### src/rtl/pcw_pkg.sv
package pcw_pkg;

    localparam int WORD_W     = 32;
    localparam int SYN_W      = 10;
    localparam int IDX_W      = $clog2(WORD_W);
    localparam int FIRST_BIT  = 1;
    localparam int LAST_BIT   = WORD_W - 1;
    localparam int BURST_LEN  = 4;
    localparam int LAST_BURST = LAST_BIT - BURST_LEN + 1;

    localparam logic [SYN_W:0] GEN_POLY = 11'b111_0110_1001;

    typedef enum logic [2:0] {
        CLS_CLEAN      = 3'b000,
        CLS_PAR_ONLY   = 3'b001,
        CLS_SINGLE     = 3'b010,
        CLS_SINGLE_PAR = 3'b011,
        CLS_BURST_PAR  = 3'b101,
        CLS_DOUBLE     = 3'b110,
        CLS_FAIL       = 3'b111
    } cls_t;

    // Syndrome contribution of word bit pos: x^(pos-1) mod g. Bit 0 adds nothing.
    function automatic logic [SYN_W-1:0] column(input int pos);
        logic [SYN_W-1:0] r;
        r = (pos > 0) ? SYN_W'(1) : '0;
        for (int i = 1; i < WORD_W; i++) begin
            if (i < pos) begin
                r = {r[SYN_W-2:0], 1'b0} ^ (r[SYN_W-1] ? GEN_POLY[SYN_W-1:0] : '0);
            end
        end
        return r;
    endfunction

    function automatic logic [SYN_W-1:0] syndrome(input logic [WORD_W-1:0] w);
        logic [SYN_W-1:0] s;
        s = '0;
        for (int k = FIRST_BIT; k < WORD_W; k++) begin
            if (w[k]) s = s ^ column(k);
        end
        return s;
    endfunction

endpackage

### src/rtl/pcw_syndrome.sv
module pcw_syndrome
    import pcw_pkg::*;
(
    input  logic [WORD_W-1:0] word,
    output logic [SYN_W-1:0]  syn,
    output logic              odd
);

    always_comb begin
        syn = syndrome(word);
        odd = ^word;
    end

endmodule

### src/rtl/pcw_trial.sv
module pcw_trial
    import pcw_pkg::*;
(
    input  logic [IDX_W-1:0]  idx_a,
    input  logic [IDX_W-1:0]  idx_b,
    input  logic [IDX_W-1:0]  idx_c,
    output logic [SYN_W-1:0]  trial_syn,
    output logic [WORD_W-1:0] flip_mask
);

    logic [SYN_W-1:0] col_tab [WORD_W];

    for (genvar k = 0; k < WORD_W; k++) begin : g_bit
        assign col_tab[k] = column(k);
        if (k == 0) begin : g_par
            assign flip_mask[k] = 1'b0;
        end else begin : g_data
            assign flip_mask[k] = (idx_a == IDX_W'(k)) |
                                  (idx_b == IDX_W'(k)) |
                                  (idx_c == IDX_W'(k));
        end
    end

    assign trial_syn = col_tab[idx_a] ^ col_tab[idx_b] ^ col_tab[idx_c];

endmodule

### src/rtl/pcw_search_fsm.sv
module pcw_search_fsm
    import pcw_pkg::*;
(
    input  logic             clk,
    input  logic             rst_n,
    input  logic             start,
    input  logic             hit,
    input  logic             odd_q,
    output logic             capture,
    output logic [IDX_W-1:0] idx_a,
    output logic [IDX_W-1:0] idx_b,
    output logic [IDX_W-1:0] idx_c,
    output logic             done,
    output logic             fin_en,
    output cls_t             fin_cls,
    output logic             fin_mask_en,
    output logic             fin_par
);

    typedef enum logic [2:0] {
        ST_IDLE,
        ST_ZERO,
        ST_SINGLE,
        ST_BURST,
        ST_PAIR,
        ST_DONE
    } state_t;

    localparam logic [IDX_W-1:0] P_FIRST  = IDX_W'(FIRST_BIT);
    localparam logic [IDX_W-1:0] P_LAST   = IDX_W'(LAST_BIT);
    localparam logic [IDX_W-1:0] P_LASTB  = IDX_W'(LAST_BURST);
    localparam logic [IDX_W-1:0] P_LASTA  = IDX_W'(LAST_BIT - 1);
    localparam logic [IDX_W-1:0] P_ONE    = IDX_W'(1);
    localparam logic [IDX_W-1:0] P_TWO    = IDX_W'(2);
    localparam logic [IDX_W-1:0] P_TOP    = IDX_W'(BURST_LEN - 1);

    state_t           state, nxt;
    logic [IDX_W-1:0] pos_a, pos_b;
    logic             shape;

    // State register
    always_ff @(posedge clk or negedge rst_n) begin
        if (!rst_n) state <= ST_IDLE;
        else        state <= nxt;
    end

    // Trial position counters
    always_ff @(posedge clk or negedge rst_n) begin
        if (!rst_n) begin
            pos_a <= '0;
            pos_b <= '0;
            shape <= 1'b0;
        end else begin
            unique case (state)
                ST_ZERO: pos_a <= P_FIRST;
                ST_SINGLE: begin
                    if (pos_a == P_LAST) begin
                        pos_a <= P_FIRST;
                        shape <= 1'b0;
                    end else begin
                        pos_a <= pos_a + P_ONE;
                    end
                end
                ST_BURST: begin
                    if (shape) begin
                        shape <= 1'b0;
                        if (pos_a == P_LASTB) begin
                            pos_a <= P_FIRST;
                            pos_b <= P_FIRST + P_ONE;
                        end else begin
                            pos_a <= pos_a + P_ONE;
                        end
                    end else begin
                        shape <= 1'b1;
                    end
                end
                ST_PAIR: begin
                    if (pos_b == P_LAST) begin
                        pos_a <= pos_a + P_ONE;
                        pos_b <= pos_a + P_TWO;
                    end else begin
                        pos_b <= pos_b + P_ONE;
                    end
                end
                default: ;
            endcase
        end
    end

    // Next state and result selection
    always_comb begin
        nxt         = state;
        fin_en      = 1'b0;
        fin_cls     = CLS_CLEAN;
        fin_mask_en = 1'b0;
        fin_par     = 1'b0;
        unique case (state)
            ST_IDLE: begin
                if (start) nxt = ST_ZERO;
            end
            ST_ZERO: begin
                if (hit) begin
                    fin_en  = 1'b1;
                    fin_cls = odd_q ? CLS_PAR_ONLY : CLS_CLEAN;
                    fin_par = odd_q;
                    nxt     = ST_DONE;
                end else begin
                    nxt = ST_SINGLE;
                end
            end
            ST_SINGLE: begin
                if (hit) begin
                    fin_en      = 1'b1;
                    fin_mask_en = 1'b1;
                    fin_cls     = odd_q ? CLS_SINGLE : CLS_SINGLE_PAR;
                    fin_par     = !odd_q;
                    nxt         = ST_DONE;
                end else if (pos_a == P_LAST) begin
                    nxt = ST_BURST;
                end
            end
            ST_BURST: begin
                if (hit && odd_q) begin
                    fin_en      = 1'b1;
                    fin_mask_en = 1'b1;
                    fin_cls     = CLS_BURST_PAR;
                    nxt         = ST_DONE;
                end else if (pos_a == P_LASTB && shape) begin
                    nxt = ST_PAIR;
                end
            end
            ST_PAIR: begin
                if (hit && !odd_q) begin
                    fin_en      = 1'b1;
                    fin_mask_en = 1'b1;
                    fin_cls     = CLS_DOUBLE;
                    nxt         = ST_DONE;
                end else if (pos_a == P_LASTA && pos_b == P_LAST) begin
                    fin_en  = 1'b1;
                    fin_cls = CLS_FAIL;
                    nxt     = ST_DONE;
                end
            end
            ST_DONE: nxt = ST_IDLE;
            default: nxt = ST_IDLE;
        endcase
    end

    // Outputs: trial indices and strobes
    always_comb begin
        idx_a   = '0;
        idx_b   = '0;
        idx_c   = '0;
        done    = (state == ST_DONE);
        capture = (state == ST_IDLE) && start;
        unique case (state)
            ST_SINGLE: idx_a = pos_a;
            ST_BURST: begin
                idx_a = pos_a;
                idx_b = pos_a + P_TOP;
                idx_c = shape ? (pos_a + P_TWO) : (pos_a + P_ONE);
            end
            ST_PAIR: begin
                idx_a = pos_a;
                idx_b = pos_b;
            end
            default: ;
        endcase
    end

endmodule

### src/rtl/pcw_classifier.sv
module pcw_classifier
    import pcw_pkg::*;
(
    input  logic              clk,
    input  logic              rst_n,
    input  logic              start,
    input  logic [WORD_W-1:0] in_word,
    output logic              done,
    output logic [WORD_W-1:0] out_word,
    output logic [2:0]        out_class
);

    logic [SYN_W-1:0]  in_syn, syn_q, trial_syn;
    logic              in_odd, odd_q;
    logic [WORD_W-1:0] word_q, flip_mask;
    logic [IDX_W-1:0]  idx_a, idx_b, idx_c;
    logic              capture, hit, fin_en, fin_mask_en, fin_par;
    cls_t              fin_cls;

    pcw_syndrome u_syn (
        .word (in_word),
        .syn  (in_syn),
        .odd  (in_odd)
    );

    pcw_trial u_trial (
        .idx_a     (idx_a),
        .idx_b     (idx_b),
        .idx_c     (idx_c),
        .trial_syn (trial_syn),
        .flip_mask (flip_mask)
    );

    pcw_search_fsm u_fsm (
        .clk         (clk),
        .rst_n       (rst_n),
        .start       (start),
        .hit         (hit),
        .odd_q       (odd_q),
        .capture     (capture),
        .idx_a       (idx_a),
        .idx_b       (idx_b),
        .idx_c       (idx_c),
        .done        (done),
        .fin_en      (fin_en),
        .fin_cls     (fin_cls),
        .fin_mask_en (fin_mask_en),
        .fin_par     (fin_par)
    );

    assign hit = (syn_q == trial_syn);

    always_ff @(posedge clk or negedge rst_n) begin
        if (!rst_n) begin
            word_q <= '0;
            syn_q  <= '0;
            odd_q  <= 1'b0;
        end else if (capture) begin
            word_q <= in_word;
            syn_q  <= in_syn;
            odd_q  <= in_odd;
        end
    end

    always_ff @(posedge clk or negedge rst_n) begin
        if (!rst_n) begin
            out_word  <= '0;
            out_class <= '0;
        end else if (fin_en) begin
            out_word  <= word_q ^ (fin_mask_en ? flip_mask : '0)
                                ^ {{(WORD_W-1){1'b0}}, fin_par};
            out_class <= fin_cls;
        end
    end

endmodule

### config.mk
export PLATFORM = sky130hd
export DESIGN_NAME = pcw_classifier
export DESIGN_NICKNAME = d
export VERILOG_FILES = /design/src/rtl/pcw_pkg.sv /design/src/rtl/pcw_syndrome.sv /design/src/rtl/pcw_trial.sv /design/src/rtl/pcw_search_fsm.sv /design/src/rtl/pcw_classifier.sv
export SDC_FILE = /design/constraint.sdc
export NUM_CORES = 1
export LEC_CHECK = 0
export BUFFER_PORTS_ARGS = -buffer_cell sky130_fd_sc_hd__buf_2
export CAP_MARGIN = 20
export CORE_MARGIN = 2
export CORE_UTILIZATION = 45
export DETAILED_ROUTE_END_ITERATION = 10
export PLACE_DENSITY_LB_ADDON = 0.08
export REMOVE_ABC_BUFFERS = 1
export SETUP_SLACK_MARGIN = 0.1
export SYNTH_ARGS = -nofsm -noshare
export SYNTH_HDL_FRONTEND = slang
export SYNTH_HIERARCHICAL = 1
export SYNTH_SLANG_ARGS = --single-unit
### constraint.sdc
create_clock -name clk -period 13.1 [get_ports clk]
set_input_delay 1.31 -clock clk [delete_from_list [all_inputs] [get_ports clk]]
set_output_delay 1.31 -clock clk [all_outputs]
set_load 0.005 [all_outputs]
==> run summary, run 1 <==
The run finished with clean final reports. Share of async-settable or async-resettable flops after synthesis: 100.0%. Global routing consumed, over all layers together, 24.41% of the routing resources. The number of sinks handled by clock tree synthesis was 92.

The maximum buffer depth of the clock tree was 2; the time the worst path needs with I/O delays and setup was 6.375 ns. IR analysis of the VDD net gives a maximum drop of 0.09581 mV. The number of maximum-capacitance constraint violations came out at 0. The most common library cell in the layout ignoring fill and taps was sky130_fd_sc_hd__nand2_1.

TritonCTS built the clock tree. The tools report the number of pins with negative max-slew slack in the final report as 0. For the post-route antenna net violation count, the log shows 0.

The main flop type after synthesis is sky130_fd_sc_hd__dfrtp_1. From bottom edge to top edge, the die measures 138.8 µm. For this block, the via count after detailed routing is 6748. Of the synthesized area, sequential elements account for 28.15%. For the worst path setup slack after routing, the log shows 6.725 ns. By area the synthesized netlist is led by sky130_fd_sc_hd__dfrtp_1, sky130_fd_sc_hd__xnor2_1, sky130_fd_sc_hd__mux2_2, sky130_fd_sc_hd__xor2_1, sky130_fd_sc_hd__ha_1.

Once the floorplan was initialized, standard cells occupied 45.68% of the core. The number of iterations in the first detailed-routing pass came out at 5. The routability congestion estimate from global placement came out at 0.9409. The tools report the final-layout setup total negative slack as 0 ns.

The path class of the tightest hold or removal check is reg2reg. Setup violations remaining at the end of the flow were counted as 0. The setup skew after layout was 0.01356 ns. Counting the fill cells in the layout gives 1782.

The tools report the number of ports placed on the die boundary as 71. The peak per-stage delay on the critical path works out to 1.00 ns. The post-route fraction of the period consumed by the critical path is 48.66%. The share of layout cells above drive strength 1 was 19.08%; the number of antenna violations at the first check in global routing was 0.

The via count of the first global-routing pass came out at 6471. The signal on the critical path passes through nand2_1, o22ai_1, inv_1, ha_1, and2_1, o31ai_1, a22oi_1, xor2_1, xnor2_1, xnor2_1, nand4_1, nor4_1, buf_4, nand2b_1, o21ai_0, a31oi_1, o22ai_4, buf_4, mux2_2. Wires add up to 23.41 mm.

Counting the buffers created by CTS gives 9. The tools report the antenna diode instance count as 0. In this run the clock root is driven by a sky130_fd_sc_hd__clkbuf_16. The number of hold buffers added after cts was 0; the layout net count was 1022. Before CTS, the worst setup slack after placement is 6.744 ns. Summed over all nets, the half-perimeter wirelength after detailed placement is 17.30 mm. The H-tree was split into 3 levels. From synthesis to final layout, the design area changed by 8.859%. For the worst-skew pair, the clock arrives at the later sink with an insertion delay of 0.36 ns. Setup repair after global routing left no endpoint under its margin. The post-synthesis sequential element count was 92.

The number of different library cells used by synthesis comes to 78. The first-pass GRT wire length is 37.52 mm, and the area of the multi-input gates is 5454 µm². The die outline width is 138.8 µm, and the post-cts gate resize count is 0. After detailed routing, the number of remaining DRC violations is 0. Startpoint type of the worst setup path: a flop. By startpoint and endpoint, the worst setup path is classified as reg2reg. The relative slew slack was 23.68%. The slowest stage of the critical path is the sky130_fd_sc_hd__o22ai_1 cell.

Broken down by cell family, the worst path's largest delay share belongs to compound AO/OA/AOI/OAI gates. The tools report the number of DRC markers in iteration 0 as 673. The number of standard cells after synthesis is 924.

The required time at the endpoint of the critical path was 13.33 ns. In the layout the commonest cells are sky130_fd_sc_hd__nand2_1, sky130_fd_sc_hd__dfrtp_1, sky130_fd_sc_hd__xnor2_1. After detailed routing, the number of vias per cell comes to 5.680.

After clock tree synthesis, the setup repair step added 0 buffers. The number of buffers and inverters on the critical path is 3. The tools report the leakage power summed over all cells as 3.675 nW. The run gives 156.9 MHz as the maximum achievable frequency.

The number of enable-type register cells in the synthesized netlist works out to 0. The total number of yosys warnings is 6. Library cell occupying the most area in the post-synthesis netlist: sky130_fd_sc_hd__dfrtp_1. Row generation in the floorplan step produced 49 rows. Each instance of the synthesized netlist takes up on average 8.850 µm². Entering global routing, the biggest net connects 75 pins. The power density over the cells works out to 195.7 nW/µm². The region available for standard cell placement spans 17900 µm². The die covers 19270 µm².

In the final layout, flip-flops and latches occupy 2302 µm². Port buffering added 70 buffers. For the arrival time of the worst setup path, the log shows 6.61 ns.

The type of destination of the critical path is a flop. The top cell type's share of synthesized area is 28.15%, and the mean routed wirelength per cell is 19.71 µm. In this run the worst path has a maximum fanout of 66. The worst hold slack is 0.5139 ns, and the register clock-pin slew on the reported worst setup and hold paths is 0.06 ns. For this run the aggregate overflow at the end of global routing stands at 0.

Final count of hold timing violations: 0. The area of the mapped netlist was 8178 µm²; the actual transition at the worst max-transition pin was 1.145 ns.
-- state kept, by name, indices dropped and copies added, names as in the netlist --
name         flops
u_fsm/pos_b      5
out_word        32
syn_q           10
out_class        3
u_fsm/shape      1
word_q          32
odd_q            1
u_fsm/pos_a      5
u_fsm/state      3
-- logic make-up after synthesis --
kind of cell / Yosys count / share of synthesized area, %
multiplexers: 67 / 9.440
AND/OR/NAND/NOR: 284 / 16.59
buffers and inverters: 86 / 5.707
flip-flops: 92 / 28.15
adder cells (fa/ha/maj): 33 / 5.049
XOR/XNOR: 150 / 17.82
other: 1 / 0.04586
AO/OA/AOI/OAI: 211 / 17.20
-- path summary, 6_finish.rpt --
| path | startpoint | to | slack, ns | depth (start not counted) |
|---|---|---|---|---|
| max reg2reg | u_fsm/state[0] | out_class[1] | 6.73 | 19 |
| min reg2reg | out_class[2] | out_class[2] | 0.51 | 1 |
| max in group asynchronous | rst_n | syn_q[2] | 11.01 | 2 |
| min in group asynchronous | rst_n | u_fsm/pos_a[0] | 0.83 | 1 |
| max | u_fsm/state[0] | out_class[1] | 6.73 | 19 |
| min | out_class[2] | out_class[2] | 0.51 | 1 |
-- Yosys cell counts, types with 3 or more instances --
cell / count
sky130_fd_sc_hd__o221ai_1: 11
sky130_fd_sc_hd__xnor3_1: 7
sky130_fd_sc_hd__nand2b_1: 17
sky130_fd_sc_hd__mux2_2: 51
sky130_fd_sc_hd__mux2i_1: 13
sky130_fd_sc_hd__mux4_2: 3
sky130_fd_sc_hd__a22o_1: 6
sky130_fd_sc_hd__nand2_1: 98
sky130_fd_sc_hd__a211oi_1: 10
sky130_fd_sc_hd__buf_4: 4
sky130_fd_sc_hd__buf_2: 29
sky130_fd_sc_hd__nor2b_1: 20
sky130_fd_sc_hd__xnor2_1: 81
sky130_fd_sc_hd__ha_1: 33
sky130_fd_sc_hd__o21ai_0: 37
sky130_fd_sc_hd__nand4_1: 4
sky130_fd_sc_hd__and2b_1: 5
sky130_fd_sc_hd__nor3_1: 4
sky130_fd_sc_hd__o22ai_1: 11
sky130_fd_sc_hd__a221o_1: 3
sky130_fd_sc_hd__and2_1: 7
sky130_fd_sc_hd__clkbuf_1: 13
sky130_fd_sc_hd__nand3_1: 36
sky130_fd_sc_hd__buf_1: 8
sky130_fd_sc_hd__a31oi_1: 8
sky130_fd_sc_hd__xor2_1: 58
sky130_fd_sc_hd__o21ai_1: 5
sky130_fd_sc_hd__a22oi_1: 13
sky130_fd_sc_hd__a21oi_1: 61
sky130_fd_sc_hd__nor2_2: 3
sky130_fd_sc_hd__nor2_1: 69
sky130_fd_sc_hd__inv_1: 16
sky130_fd_sc_hd__a221oi_1: 6
sky130_fd_sc_hd__dfrtp_1: 92
sky130_fd_sc_hd__nand3b_1: 5
sky130_fd_sc_hd__buf_6: 12
sky130_fd_sc_hd__o211ai_1: 10
-- report_power, final --
part	switching, W	total (W)	internal (W)
registers	0.000125	0.000537	0.000412
clock network	0.000125	0.000277	0.000151
logic	0.000501	0.000928	0.000427
total	0.000751	0.00174	0.000990
-- metrics by stage --
step / instance area [µm²] / util, % / total power (W) / cells
2_1_floorplan: 7789 / - / 0.001193 / 858
3_3_place_gp: 8578 / 47.92 / 0.001460 / 1171
3_5_place_dp: 8593 / 48.00 / 0.001461 / 1172
4_1_cts: 8902 / 49.73 / 0.001746 / 1188
5_1_grt: 8902 / 49.73 / 0.001870 / 1188
6_report: 8902 / 49.73 / 0.001742 / 1188
-- routing by layer --
| metal | vias up | global-route usage (%) | part of all wire [%] |
|---|---|---|---|
| met4 | 0 | 4.785 | 0.96 |
| met2 | 208 | 37.00 | 45 |
| met1 | 3229 | 37.15 | 49 |
| met3 | 18 | 3.626 | 5.0 |
| li1 | 3293 | - | - |
| met5 | - | 0 | 0 |
-- cell type report --
| type | instances | share of cell area (%) |
|---|---|---|
| inverters | 20 | 0.8714 |
| flip-flops and latches | 92 | 25.86 |
| multi-input cells | 746 | 61.26 |
| clock inverters | 7 | 0.9417 |
| repair buffers | 85 | 5.313 |
| clock buffers | 9 | 2.530 |
| well taps | 229 | 3.219 |
Note: power is estimated with default switching activity, not from simulation.
==> inputs of run 2 (changes only) <==
clock period = 5.12 ns   (was 13.1 ns; I/O delays follow)
==> run 2 against run 1 <==
Final area grew 4.1%. Critical path depth grew 3. Die area is the same. Final cell count grew 3.3%. Global-route usage shrank 0.21 points. Fmax grew 35%. Largest cell class unchanged.
==> run summary, run 2 (synthesized netlist as in run 1, its figures left out) <==
The run finished with clean final reports. The die height was 138.8 µm; the via count of the first global-routing pass was 6800. STA classifies the critical path startpoint as a flop. On the final layout, the worst clock skew is 0.01561 ns. The path class of the tightest hold or removal check is in2async. The worst path setup slack after routing was 0.3883 ns. TritonCTS built the clock tree. After detailed routing, the number of vias per cell comes to 5.719. The run gives 7017 as the number of vias after detailed routing. The die covers 19270 µm². Buffers inserted to repair hold after CTS numbered 0. Across the VDD grid, the largest voltage drop is 0.2591 mV. The tree built by TritonCTS fans out to 92 sinks.

The floorplan has 49 rows. Of the total power, registers draw 28.7%. In this run the number of H-tree levels came out at 3. The tools report the type of destination of the critical path as a flop.

In this run the tightest slew margin relative to its limit is 56.39%. The routability congestion estimate from global placement is 0.9875. Before CTS, the worst setup slack after placement is 0.1158 ns. The filler cells instantiated in the layout total 1716.

Leaving out fill and tap cells, the most frequent cells in the layout are sky130_fd_sc_hd__nand2_1, sky130_fd_sc_hd__dfrtp_1, sky130_fd_sc_hd__xnor2_1. Of the total power, combinational logic draws 56.6%. The pre-antenna-repair detailed-routing pass consisted of 5 iterations. The kind of cell with the highest combined delay along the critical path is simple AND/OR/NAND/NOR gates. The leakage power summed over all cells was 3.881 nW.

At the end of the flow the core is filled with cells to 51.77%. The reported net switching power is 0.001993 W, and the number of ports placed on the die boundary is 71. The worst setup slack for register-to-register paths is 0.39 ns, and the final standard cell area without fillers is 9268 µm².

The final count of hold timing violations was 0; the number of antenna violations at the first check in global routing was 0. The post-route fraction of the period consumed by the critical path is 92.42%, and the time the worst path needs with I/O delays and setup is 4.732 ns. Net switching is 42.96% of the power. The run gives 602 as the number of DRC markers in iteration 0. The sum of net half-perimeters after detailed placement came out at 17.68 mm.

Of the cells placed in the final design, the portion with a size suffix greater than 1 is 23.55%. The count of buffers added on input and output ports is 70. The register clock-pin slew on the reported worst setup and hold paths is 0.08 ns. STA puts the critical path data required time at 5.39 ns. Counting cells, the worst reg-to-reg path comes to 22. For this run, design rule violations remaining after detail routing come to 0.

Entering global routing, the biggest net connects 51 pins. Data on the critical path arrives at its endpoint at 5.00 ns. Timing would allow up to 211.3 MHz. Setup repair after global routing left no endpoint under its margin. The run gives 0.002646 W as the internal power summed over all cells. The number of antenna diodes in the final layout is 0. For this run, the slowest stage of the critical path takes 0.46 ns. After the last flow step, the layout net total stands at 1061. Relative to the synthesized area, the layout overhead comes to 13.33%. The startpoint identified for the worst register-to-register timing path is u_fsm/state[1].

Total setup violations reported at the end of the flow: 0. The count of nets left with antenna violations once routing finished came out at 0. The critical path contains buffers and inverters numbering 4 combined. For the overall overflow remaining after global route, the log shows 0. The critical path starts at u_fsm/state[1]. The die outline width is 138.8 µm. At the pin with the least slew margin, the transition time is 0.6541 ns. Kind of critical path: reg2reg. No sink is reached through more buffers than the 2 on the longest clock path. Of all nets on the critical path, the largest fanout is 29. For the number of pins with negative max-slew slack in the final report, the log shows 0. Leaving out fill and tap cells, the most frequent cell in the layout is sky130_fd_sc_hd__nand2_1.

The number of maximum-capacitance constraint violations was 0; the initial standard-cell utilization of the core was 45.68%. Mean routed wirelength per cell: 19.12 µm. The signal on the critical path passes through nor3b_4, nor2_2, nor2_2, inv_1, ha_1, and2_1, o311a_1, a31o_1, xnor2_2, xnor2_1, xnor2_1, nand4_1, nor4_2, buf_4, nand2b_1, o21ai_0, a31oi_1, o22ai_4, buf_12, buf_12, nor2_1, a21oi_1. The slowest stage of the critical path is the sky130_fd_sc_hd__dfrtp_2 cell. TritonCTS created 9 clock buffers.

The endpoint of the worst-slack reg-to-reg timing path was out_word[22]. The core region is 17900 µm². In the final layout, the registers with the most flip-flops are out_word x32, word_q x32, syn_q x10.

In the global route stage, overall resource usage came out at 24.20%. The logs give 0.36 ns for the clock latency on the worst-skew pair and 23.46 mm for the final wirelength. For the overall power, the log shows 0.004640 W. In this run the clock root is driven by a sky130_fd_sc_hd__clkbuf_16. The power density over the cells was 500.6 nW/µm²; the first-pass GRT wire length was 37.48 mm.

After detailed placement, the total cell area comes to 8894 µm². For the clock network power share, the log shows 14.7%.
==> run 2: how the worst max path moves through the flow <==
stage	cells after the start	to	slack, ns
finish	22	out_word[22]	0.39
global route	22	out_word[23]	0.04
CTS	22	out_word[22]	0.14
detailed placement	20	out_class[2]	0.12
global placement	20	out_word[0]	0.08
floorplan	18	out_class[0]	-3.54
==> run 2: power by group through the flow <==
stage | registers [W] | clock network, W | logic, W
finish | 0.00133 | 0.000681 | 0.00263
global route | 0.00138 | 0.000722 | 0.00287
CTS | 0.00133 | 0.000699 | 0.00257
detailed placement | 0.00134 | 0 | 0.00255
global placement | 0.00134 | 0 | 0.00256
floorplan | 0.00131 | 0 | 0.00175
==> run 2: cell type report <==
cell class / instances / area (µm²) / area share (%)
clock buffers: 10 / 239.0 / 2.579
clock inverters: 6 / 55.05 / 0.5940
inverters: 20 / 77.57 / 0.8370
multi-input cells: 746 / 5504 / 59.39
flip-flops and latches: 92 / 2306 / 24.88
well taps: 229 / 286.5 / 3.092
repair buffers: 124 / 799.5 / 8.627
==> run 2: repair_timing <==
action                                 4_1_cts  5_1_grt
setup endpoints to repair                   15       35
resized for setup                            1       16
pin swaps                                    0        2
endpoints found under the hold margin        0        0
setup buffers                                0        3
==> run 2: through the flow <==
step	TNS, ns	cells	hold WS, ns
3_5_place_dp	0	1208	0.4903
6_report	0	1227	0.1789
4_1_cts	0	1224	0.2046
2_1_floorplan	-150.79	858	0.2164
3_3_place_gp	0	1208	0.4963
5_1_grt	0	1227	0.2379
==> run 2: routing by layer <==
metal | share of wire [%] | GRT usage, % | vias to the layer above
met2 | 45 | 38.22 | 267
met3 | 5.9 | 3.108 | 26
met5 | 0 | 0 | -
met4 | 1.5 | 4.944 | 0
li1 | - | - | 3371
met1 | 47 | 35.78 | 3353
